$ cat src/rtl/anc_csum_pkg.sv
package anc_csum_pkg;

  // Framing phases of the packet walker
  typedef enum logic [2:0] {
    ST_IDLE,
    ST_FLAG,
    ST_HEAD,
    ST_USER,
    ST_CHECK,
    ST_INSERT
  } ctrlState_t;

  // Strobes from the control to the datapath
  typedef struct packed {
    logic startWord;   // current input word opens a packet
    logic clearSum;    // reset the running checksum
    logic addSum;      // accumulate current input word
    logic checkWord;   // current input word is the received checksum
    logic insertWord;  // emit computed checksum this cycle
  } dpCtrl_t;

  localparam int FLAG_LEN = 3;  // flag words per packet
  localparam int HEAD_LEN = 3;  // identifier, secondary identifier, count

endpackage

$ cat src/rtl/anc_csum_ctrl.sv
module anc_csum_ctrl
  import anc_csum_pkg::*;
#(
  parameter int CNT_W = 8
) (
  input  logic             clk,
  input  logic             rst,
  input  logic             inValid,
  input  logic             inStart,
  input  logic [CNT_W-1:0] countIn,
  input  logic             attachIn,
  output dpCtrl_t          strb
);

  localparam logic [CNT_W-1:0] FLAG_LAST = CNT_W'(FLAG_LEN - 1);
  localparam logic [CNT_W-1:0] HEAD_LAST = CNT_W'(HEAD_LEN - 1);
  localparam logic [CNT_W-1:0] CNT_ONE   = CNT_W'(1);
  localparam logic [CNT_W-1:0] CNT_ZERO  = '0;

  ctrlState_t stateQ, stateD;
  logic [CNT_W-1:0] cntQ, cntD;
  ctrlState_t tailState;
  logic startHit;

  assign startHit  = inValid && inStart;
  assign tailState = attachIn ? ST_CHECK : ST_INSERT;

  always_comb begin
    stateD = stateQ;
    cntD   = cntQ;
    if (startHit) begin
      stateD = ST_FLAG;
      cntD   = CNT_ONE;
    end else begin
      case (stateQ)
        ST_FLAG: begin
          if (inValid) begin
            if (cntQ == FLAG_LAST) begin
              stateD = ST_HEAD;
              cntD   = CNT_ZERO;
            end else begin
              cntD = cntQ + CNT_ONE;
            end
          end
        end
        ST_HEAD: begin
          if (inValid) begin
            if (cntQ == HEAD_LAST) begin
              cntD   = countIn;
              stateD = (countIn == CNT_ZERO) ? tailState : ST_USER;
            end else begin
              cntD = cntQ + CNT_ONE;
            end
          end
        end
        ST_USER: begin
          if (inValid) begin
            cntD = cntQ - CNT_ONE;
            if (cntQ == CNT_ONE) begin
              stateD = tailState;
            end
          end
        end
        ST_CHECK: begin
          if (inValid) begin
            stateD = ST_IDLE;
          end
        end
        ST_INSERT: begin
          stateD = ST_IDLE;
        end
        default: begin
          stateD = ST_IDLE;
        end
      endcase
    end
  end

  always_ff @(posedge clk) begin
    if (rst) begin
      stateQ <= ST_IDLE;
      cntQ   <= CNT_ZERO;
    end else begin
      stateQ <= stateD;
      cntQ   <= cntD;
    end
  end

  always_comb begin
    strb.startWord  = startHit;
    strb.clearSum   = startHit;
    strb.addSum     = inValid && !inStart &&
                      ((stateQ == ST_HEAD) || (stateQ == ST_USER));
    strb.checkWord  = inValid && !inStart && (stateQ == ST_CHECK);
    strb.insertWord = (stateQ == ST_INSERT);
  end

endmodule

$ cat src/rtl/anc_csum_dp.sv
module anc_csum_dp
  import anc_csum_pkg::*;
#(
  parameter int DATA_W = 10
) (
  input  logic              clk,
  input  logic              rst,
  input  dpCtrl_t           strb,
  input  logic [DATA_W-1:0] inData,
  input  logic              inValid,
  input  logic              forceIn,
  input  logic              errClear,
  output logic [DATA_W-1:0] outData,
  output logic              outValid,
  output logic              outStart,
  output logic              outEnd,
  output logic              csumErr
);

  localparam int SUM_W = DATA_W - 1;

  logic [SUM_W-1:0]  sumQ;
  logic [DATA_W-1:0] calcWord;
  logic              mismatch;
  logic              replaceWord;
  logic              reportErr;

  // Running checksum over header and user words
  always_ff @(posedge clk) begin
    if (rst || strb.clearSum) begin
      sumQ <= '0;
    end else if (strb.addSum) begin
      sumQ <= sumQ + inData[SUM_W-1:0];
    end
  end

  assign calcWord    = {~sumQ[SUM_W-1], sumQ};
  assign mismatch    = strb.checkWord && (inData != calcWord);
  assign replaceWord = mismatch && forceIn;
  assign reportErr   = mismatch && !forceIn;

  always_ff @(posedge clk) begin
    if (rst) begin
      outData  <= '0;
      outValid <= 1'b0;
      outStart <= 1'b0;
      outEnd   <= 1'b0;
    end else begin
      outValid <= inValid || strb.insertWord;
      outStart <= strb.startWord && !strb.insertWord;
      outEnd   <= strb.insertWord || strb.checkWord;
      if (strb.insertWord || replaceWord) begin
        outData <= calcWord;
      end else if (inValid) begin
        outData <= inData;
      end
    end
  end

  // Sticky error; a new mismatch wins over a clear in the same cycle
  always_ff @(posedge clk) begin
    if (rst) begin
      csumErr <= 1'b0;
    end else if (reportErr) begin
      csumErr <= 1'b1;
    end else if (errClear) begin
      csumErr <= 1'b0;
    end
  end

endmodule

$ cat src/rtl/anc_csum_unit.sv
module anc_csum_unit
  import anc_csum_pkg::*;
#(
  parameter int DATA_W = 10,
  parameter int CNT_W  = 8
) (
  input  logic              clk,
  input  logic              rst,
  input  logic [DATA_W-1:0] inData,
  input  logic              inValid,
  input  logic              inStart,
  input  logic              attachIn,
  input  logic              forceIn,
  input  logic              errClear,
  output logic [DATA_W-1:0] outData,
  output logic              outValid,
  output logic              outStart,
  output logic              outEnd,
  output logic              csumErr
);

  dpCtrl_t strb;

  anc_csum_ctrl #(
    .CNT_W(CNT_W)
  ) u_ctrl (
    .clk     (clk),
    .rst     (rst),
    .inValid (inValid),
    .inStart (inStart),
    .countIn (inData[CNT_W-1:0]),
    .attachIn(attachIn),
    .strb    (strb)
  );

  anc_csum_dp #(
    .DATA_W(DATA_W)
  ) u_dp (
    .clk     (clk),
    .rst     (rst),
    .strb    (strb),
    .inData  (inData),
    .inValid (inValid),
    .forceIn (forceIn),
    .errClear(errClear),
    .outData (outData),
    .outValid(outValid),
    .outStart(outStart),
    .outEnd  (outEnd),
    .csumErr (csumErr)
  );

endmodule

$ cat config.mk
export PLATFORM = sky130hd
export DESIGN_NAME = anc_csum_unit
export DESIGN_NICKNAME = d
export VERILOG_FILES = /design/src/rtl/anc_csum_pkg.sv /design/src/rtl/anc_csum_ctrl.sv /design/src/rtl/anc_csum_dp.sv /design/src/rtl/anc_csum_unit.sv
export SDC_FILE = /design/constraint.sdc
export NUM_CORES = 1
export LEC_CHECK = 0
export BUFFER_PORTS_ARGS = -buffer_cell sky130_fd_sc_hd__buf_2
export CAP_MARGIN = 5
export CORE_ASPECT_RATIO = 1.1
export CORE_MARGIN = 4
export CORE_UTILIZATION = 64
export CTS_BUF_LIST = sky130_fd_sc_hd__clkbuf_8
export CTS_CLUSTER_SIZE = 24
export DETAILED_ROUTE_END_ITERATION = 8
export GPL_TIMING_DRIVEN = 0
export PLACE_DENSITY = 0.87
export SLEW_MARGIN = 20
export SYNTH_ARGS = -nofsm -noshare
export SYNTH_HDL_FRONTEND = slang
export SYNTH_SLANG_ARGS = --single-unit
$ cat constraint.sdc
create_clock -name clk -period 4.56 [get_ports clk]
set_input_delay 0.684 -clock clk [delete_from_list [all_inputs] [get_ports clk]]
set_output_delay 0.684 -clock clk [all_outputs]
set_load 0.005 [all_outputs]
==> out/metrics.cfg, run 1 <==
[sta]
skew_ps=9.549
maxSlewViolCount=0
final-setup-viol-count=0
setup_tns_ps=0
finalHoldViolCount=0
period_share_pct=57.43
maxSlewHeadroom_pct=42.08
fmax_ghz=0.3819
setup_ws_ps=1941
period_minus_slack_ps=2619
rsz0062_at_grt=false
worst_slew_pin_slew_ps=862.2

[critical_path]
cp.required_ps=4750
critical_path_class=input pin to register
cp-end-kind=register
path_max_fanout=10
startpoint_type=input pin
reg2reg_slack_ps=2140
arrival_ps=2810

[yosys]
syn-num-nets=314
yosysUniqueCellTypes=56
yosys_warnings=0
avgSynthCellArea_um2=8.093
ys_ff_latch=34
synth_top_area_cell=dfxtp_1
synth.most_common_cell=dfxtp_1
synth_ff_type=dfxtp_1
synth_area_leaders=dfxtp_1, ha_1, nor2_1, a21oi_1, nor3b_1
seq_area_frac_synth_pct=29.61
syn_inst=284
syn-cell-area_mm2=0.002298
synth_common_cells=dfxtp_1, nor2_1, a21oi_1
synth_edf_count=0
netlist.area_leader.share_pct=29.61
synthArstFlopShare_pct=0

[final_layout]
multi_input_area_mm2=0.001503
area_delta_synth_final_pct=15.13
design_area_mm2=0.002646
nNetsFinal=350
layout-drive-gt1-share_pct=17.13
ff_latch_area_um2=680.7
num_antenna_cells=0
n_fill_cell=278
instances_no_fill=369

[placement]
postPlaceCellArea_mm2=0.002504
io_buffers=29
placed_cells=361
globalplace.congestion=0.9128
place_ws_ps=1685
dp_hpwl_um=4470

[route]
drtIter0Drc=329
drcViolationCount=0
wl_per_cell_um=16.92
drt_pass1_iterations=5
ant_nets=0
routed_wl_um=6245
num_vias=2388
vias_per_cell=6.472

[global_routing]
first_global_vias=2226
grt_max_degree=12
antenna_found_initial=0
grt_pass1_wl_um=10230
grt_overflow=0
grt_usage_pct=28.17

[floorplan]
num_rows=22
initial_utilization_pct=67.89
die_y_um=70.85
die_w_um=65.14
io_pins=31
dieArea_mm2=0.004615
core_area_mm2=0.003386

[power_and_ir_drop]
p_leak_nw=1.083
ir_drop_v=0.0002606
total_power_uw=762.3
p_per_area_mw_per_mm2=288.1

[clock_tree]
hold_buffers=0
htree_num_levels=2
cts.sinks=34
cts_tree=built
cts_root_buf=clkbuf_8
post_cts.repair.setup_buffers=0
path_clk_slew_ps=80
cts_resized=0
cts_buffers=5
clk_latency_ps=300
clockBufferDepth=2

[status]
status=finished clean

[min_path]
min-delay-path-class=register to register

[run]
maxCapViolCount=0

==> cell usage in the layout (no fill, tap or decap), types with 4 or more instances in the layout <==
master / instances
dfxtp_1: 34
nor2_1: 33
buf_2: 31
a21oi_1: 22
nand2_1: 16
o21ai_0: 14
nand3_1: 12
ha_1: 12
nor3b_1: 11
nor4_1: 11
nor3_1: 10
clkbuf_1: 7
xnor2_1: 7
clkbuf_8: 6
nand2b_1: 5
mux2i_1: 5
inv_1: 4
buf_6: 4
and3_1: 4
o211ai_1: 4
a31oi_1: 4
or4_1: 4
nand4_1: 4
==> final cells by class <==
type / instances / area share, %
well taps: 48 / 2.270
clock inverters: 2 / 2.270
clock buffers: 6 / 3.121
inverters: 5 / 0.7092
repair buffers: 29 / 5.485
plain buffers: 15 / 3.641
flip-flops and latches: 34 / 25.72
multi-input cells: 230 / 56.78
==> worst max-delay path, cell delays in order <==
cell      delay, ps
buf_2           150
ha_1            350
nor4_1          460
o211ai_1        240
a31oi_4         380
buf_4           240
nor2_1           50
nor4_1          240
==> logic make-up (layout without fill, tap and decap cells) <==
family | count (synthesis) | count (layout) | share of synthesized area [%]
and+or+nand+nor | 131 | 131 | 31.47
AOI/OAI and AO/OA | 71 | 71 | 20.41
DFF | 34 | 34 | 29.61
buffers and inverters | 20 | 57 | 5.008
adders and majority gates | 13 | 13 | 7.403
xor gates and xnor gates | 9 | 9 | 3.430
muxes | 6 | 6 | 2.667
==> per-stage QoR <==
stage                     utilization (%)  hold slack, ps
after floorplan                         -           449.0
after detailed placement            73.95           462.4
after CTS                           78.16           472.5
after global placement              73.95           458.7
final                               78.16           472.8
after global routing                78.16           493.6
==> sequential cells by signal (all words and copies together) (netlist names) <==
name,cells
u_dp.outValid,1
u_dp.outEnd,1
u_dp.csumErr,1
u_ctrl.cntQ,8
u_dp.outStart,1
u_ctrl.stateQ,3
u_dp.sumQ,9
u_dp.outData,10
==> final timing paths <==
| kind | from | to | cells past startpoint |
|---|---|---|---|
| hold reg to reg | u_dp.csumErr | u_dp.csumErr | 2 |
| setup reg to reg | u_dp.sumQ[1] | u_dp.outData[4] | 7 |
| hold / removal | u_dp.csumErr | u_dp.csumErr | 2 |
| setup / recovery | inData[1] | u_dp.outData[4] | 8 |
==> report_power, final <==
part	switching (mW)	leakage, nW	internal (mW)	total (mW)
sequential	0.00718	0.278	0.306	0.314
combinational	0.0570	0.734	0.0383	0.0953
clock	0.120	0.0714	0.233	0.353
==> metal layers <==
layer,track usage [%],vias to the layer above,wire length (µm)
li1,-,1131,-
met4,15.21,0,175
met1,36.87,1131,2630
met5,0,-,0
met3,4.127,18,463
met2,44.55,108,2975
(Power assumes the default switching activity.)
==> run 2: changes to the inputs <==
--- a/config.mk
+++ b/config.mk
@@ -9,12 +9,12 @@
 export CAP_MARGIN = 5
 export CORE_ASPECT_RATIO = 1.1
 export CORE_MARGIN = 4
-export CORE_UTILIZATION = 64
+export CORE_UTILIZATION = 60
 export CTS_BUF_LIST = sky130_fd_sc_hd__clkbuf_8
 export CTS_CLUSTER_SIZE = 24
 export DETAILED_ROUTE_END_ITERATION = 8
 export GPL_TIMING_DRIVEN = 0
-export PLACE_DENSITY = 0.87
+export PLACE_DENSITY = 0.83
 export SLEW_MARGIN = 20
 export SYNTH_ARGS = -nofsm -noshare
 export SYNTH_HDL_FRONTEND = slang
==> constraint.sdc (replaced) <==
create_clock -name clk -period 2.6 [get_ports clk]
set_input_delay 0.39 -clock clk [delete_from_list [all_inputs] [get_ports clk]]
set_output_delay 0.39 -clock clk [all_outputs]
set_load 0.005 [all_outputs]
==> out/metrics.cfg, run 2 (same netlist as run 1, synthesis figures left out) <==
[sta]
final-setup-viol-count=0  ; unchanged
fmax_ghz=0.4414
period_minus_slack_ps=2265
finalHoldViolCount=0  ; unchanged
maxSlewHeadroom_pct=40.49  ; -1.6 points
maxSlewViolCount=0  ; unchanged
skew_ps=9.701  ; +0.1520 ps
setup_tns_ps=0  ; unchanged
worst_slew_pin_slew_ps=885.8  ; +23.59 ps
rsz0062_at_grt=false
setup_ws_ps=334.7  ; -1607 ps
period_share_pct=87.13

[final_layout]
regMostFlops=u_dp.outData
design_area_mm2=0.002608  ; -1.5%
area_delta_synth_final_pct=13.45
nNetsFinal=350  ; unchanged
layout_commonest_cell=dfxtp_1
layout-drive-gt1-share_pct=17.45  ; +0.31 points
mostFrequentLayoutCells=dfxtp_1, nor2_1, buf_2
largest_reg_flops=10  ; unchanged
num_antenna_cells=0  ; unchanged
largest_registers=u_dp.outData: 10 flops, u_dp.sumQ: 9 flops, u_ctrl.cntQ: 8 flops

[critical_path]
path_cells=ha_1, nor4_1, o211ai_1, a31oi_4, buf_4, nor2_1, nor4_1
critical_path_class=register to register
critical_path.max_stage_delay_ps=360  ; -100 ps
crit_top_cell=nor4_1
cp.required_ps=2790  ; -1960 ps
critPathSlowestCell=nor4_1
startpoint_type=register
arrival_ps=2460  ; -350 ps
path_max_fanout=10  ; unchanged
cp-end-kind=register
reg2reg_slack_ps=330  ; -1810 ps

[placement]
place_ws_ps=54.49  ; -1631 ps
globalplace.congestion=0.9677  ; +6.0%
io_buffers=29  ; unchanged
postPlaceCellArea_mm2=0.002506  ; about the same
dp_hpwl_um=4573  ; +2.3%

[min_path]
min-delay-path-class=input pin to register

[route]
drtIter0Drc=271  ; -18%
num_vias=2369  ; -0.80%
drt_pass1_iterations=5  ; unchanged
vias_per_cell=6.385  ; -1.3%
drcViolationCount=0  ; unchanged
ant_nets=0  ; unchanged
wl_per_cell_um=16.67  ; -1.5%
routed_wl_um=6184  ; -0.98%

[power_and_ir_drop]
p_leak_nw=1.059  ; -2.2%
ir_drop_v=0.0004193  ; +61%
p_per_area_mw_per_mm2=436.2  ; +51%

[global_routing]
grt_overflow=0  ; unchanged
antenna_found_initial=0  ; unchanged
first_global_vias=2172  ; -2.4%
grt_pass1_wl_um=10500  ; +2.7%
grt_max_degree=12  ; unchanged
grt_usage_pct=28.03  ; -0.14 points

[floorplan]
io_pins=31  ; unchanged
num_rows=23  ; +4.5%
core_area_mm2=0.003655  ; +7.9%
initial_utilization_pct=62.89  ; -5.0 points
die_y_um=72.92  ; +2.9%
dieArea_mm2=0.004886  ; +5.9%
die_w_um=67.01  ; +2.9%

[status]
status=finished clean

[run]
maxCapViolCount=0  ; unchanged

[clock_tree]
cts_root_buf=clkbuf_8
clk_latency_ps=290  ; about the same
cts.sinks=34  ; unchanged
htree_num_levels=2  ; unchanged
hold_buffers=0  ; unchanged
cts_buffers=5  ; unchanged
clockBufferDepth=2  ; unchanged
cts_tree=built
path_clk_slew_ps=80  ; about the same

## run 2: metrics by stage
stage	hold WS (ps)	power [mW]	utilization (%)	instances
after floorplan	449.0	0.6619	-	284
after global placement	459.4	0.7210	68.57	363
after detailed placement	466.2	0.7237	68.57	363
after CTS	356.0	1.137	71.17	371
after global routing	383.7	1.188	71.35	371
final	351.4	1.137	71.35	371
## run 2: power by group
| part | leakage [nW] | switching, mW | internal [mW] |
|---|---|---|---|
| Clock | 0.0472 | 0.208 | 0.213 |
| Combinational | 0.734 | 0.0991 | 0.0674 |
| Sequential | 0.278 | 0.0126 | 0.537 |
## run 2: final cells by class
cell class | count | area, µm²
flip-flops and latches | 34 | 680.7
clock buffers | 6 | 82.58
well taps | 50 | 62.56
plain buffers | 15 | 96.34
inverters | 5 | 18.77
clock inverters | 2 | 12.51
repair buffers | 29 | 145.1
fillers | 330 | 1047
multi-input cells | 230 | 1509
## run 2: final timing paths
| path | startpoint | to | cells past startpoint |
|---|---|---|---|
| worst min-delay path | errClear | u_dp.csumErr | 3 |
| worst min register to register | u_dp.csumErr | u_dp.csumErr | 2 |
| worst max register to register | u_dp.sumQ[4] | u_dp.outData[1] | 7 |
| worst max-delay path | u_dp.sumQ[4] | u_dp.outData[1] | 7 |
## run 2: critical path: cells and delay by family (launching register included)
kind,cells,cell delay (ps)
compound gates,2,590
fa+ha+maj,1,350
buf+inv,1,230
flops,1,340
simple gates,3,650
## run 2: what timing repair did
action | 4_1_cts | 5_1_grt
gates resized for setup | 0 | 1
setup endpoints to repair | 0 | 5
setup buffers | 0 | 0
## run 2: layer usage
metal  global-route usage, %  part of all wire [%]  vias to the layer above
met5                       0                     0                        -
met4                   7.432                   1.8                        0
met3                   5.393                   7.6                       11
met2                   46.40                    50                      107
met1                   37.09                    41                     1120
li1                        -                     -                     1131
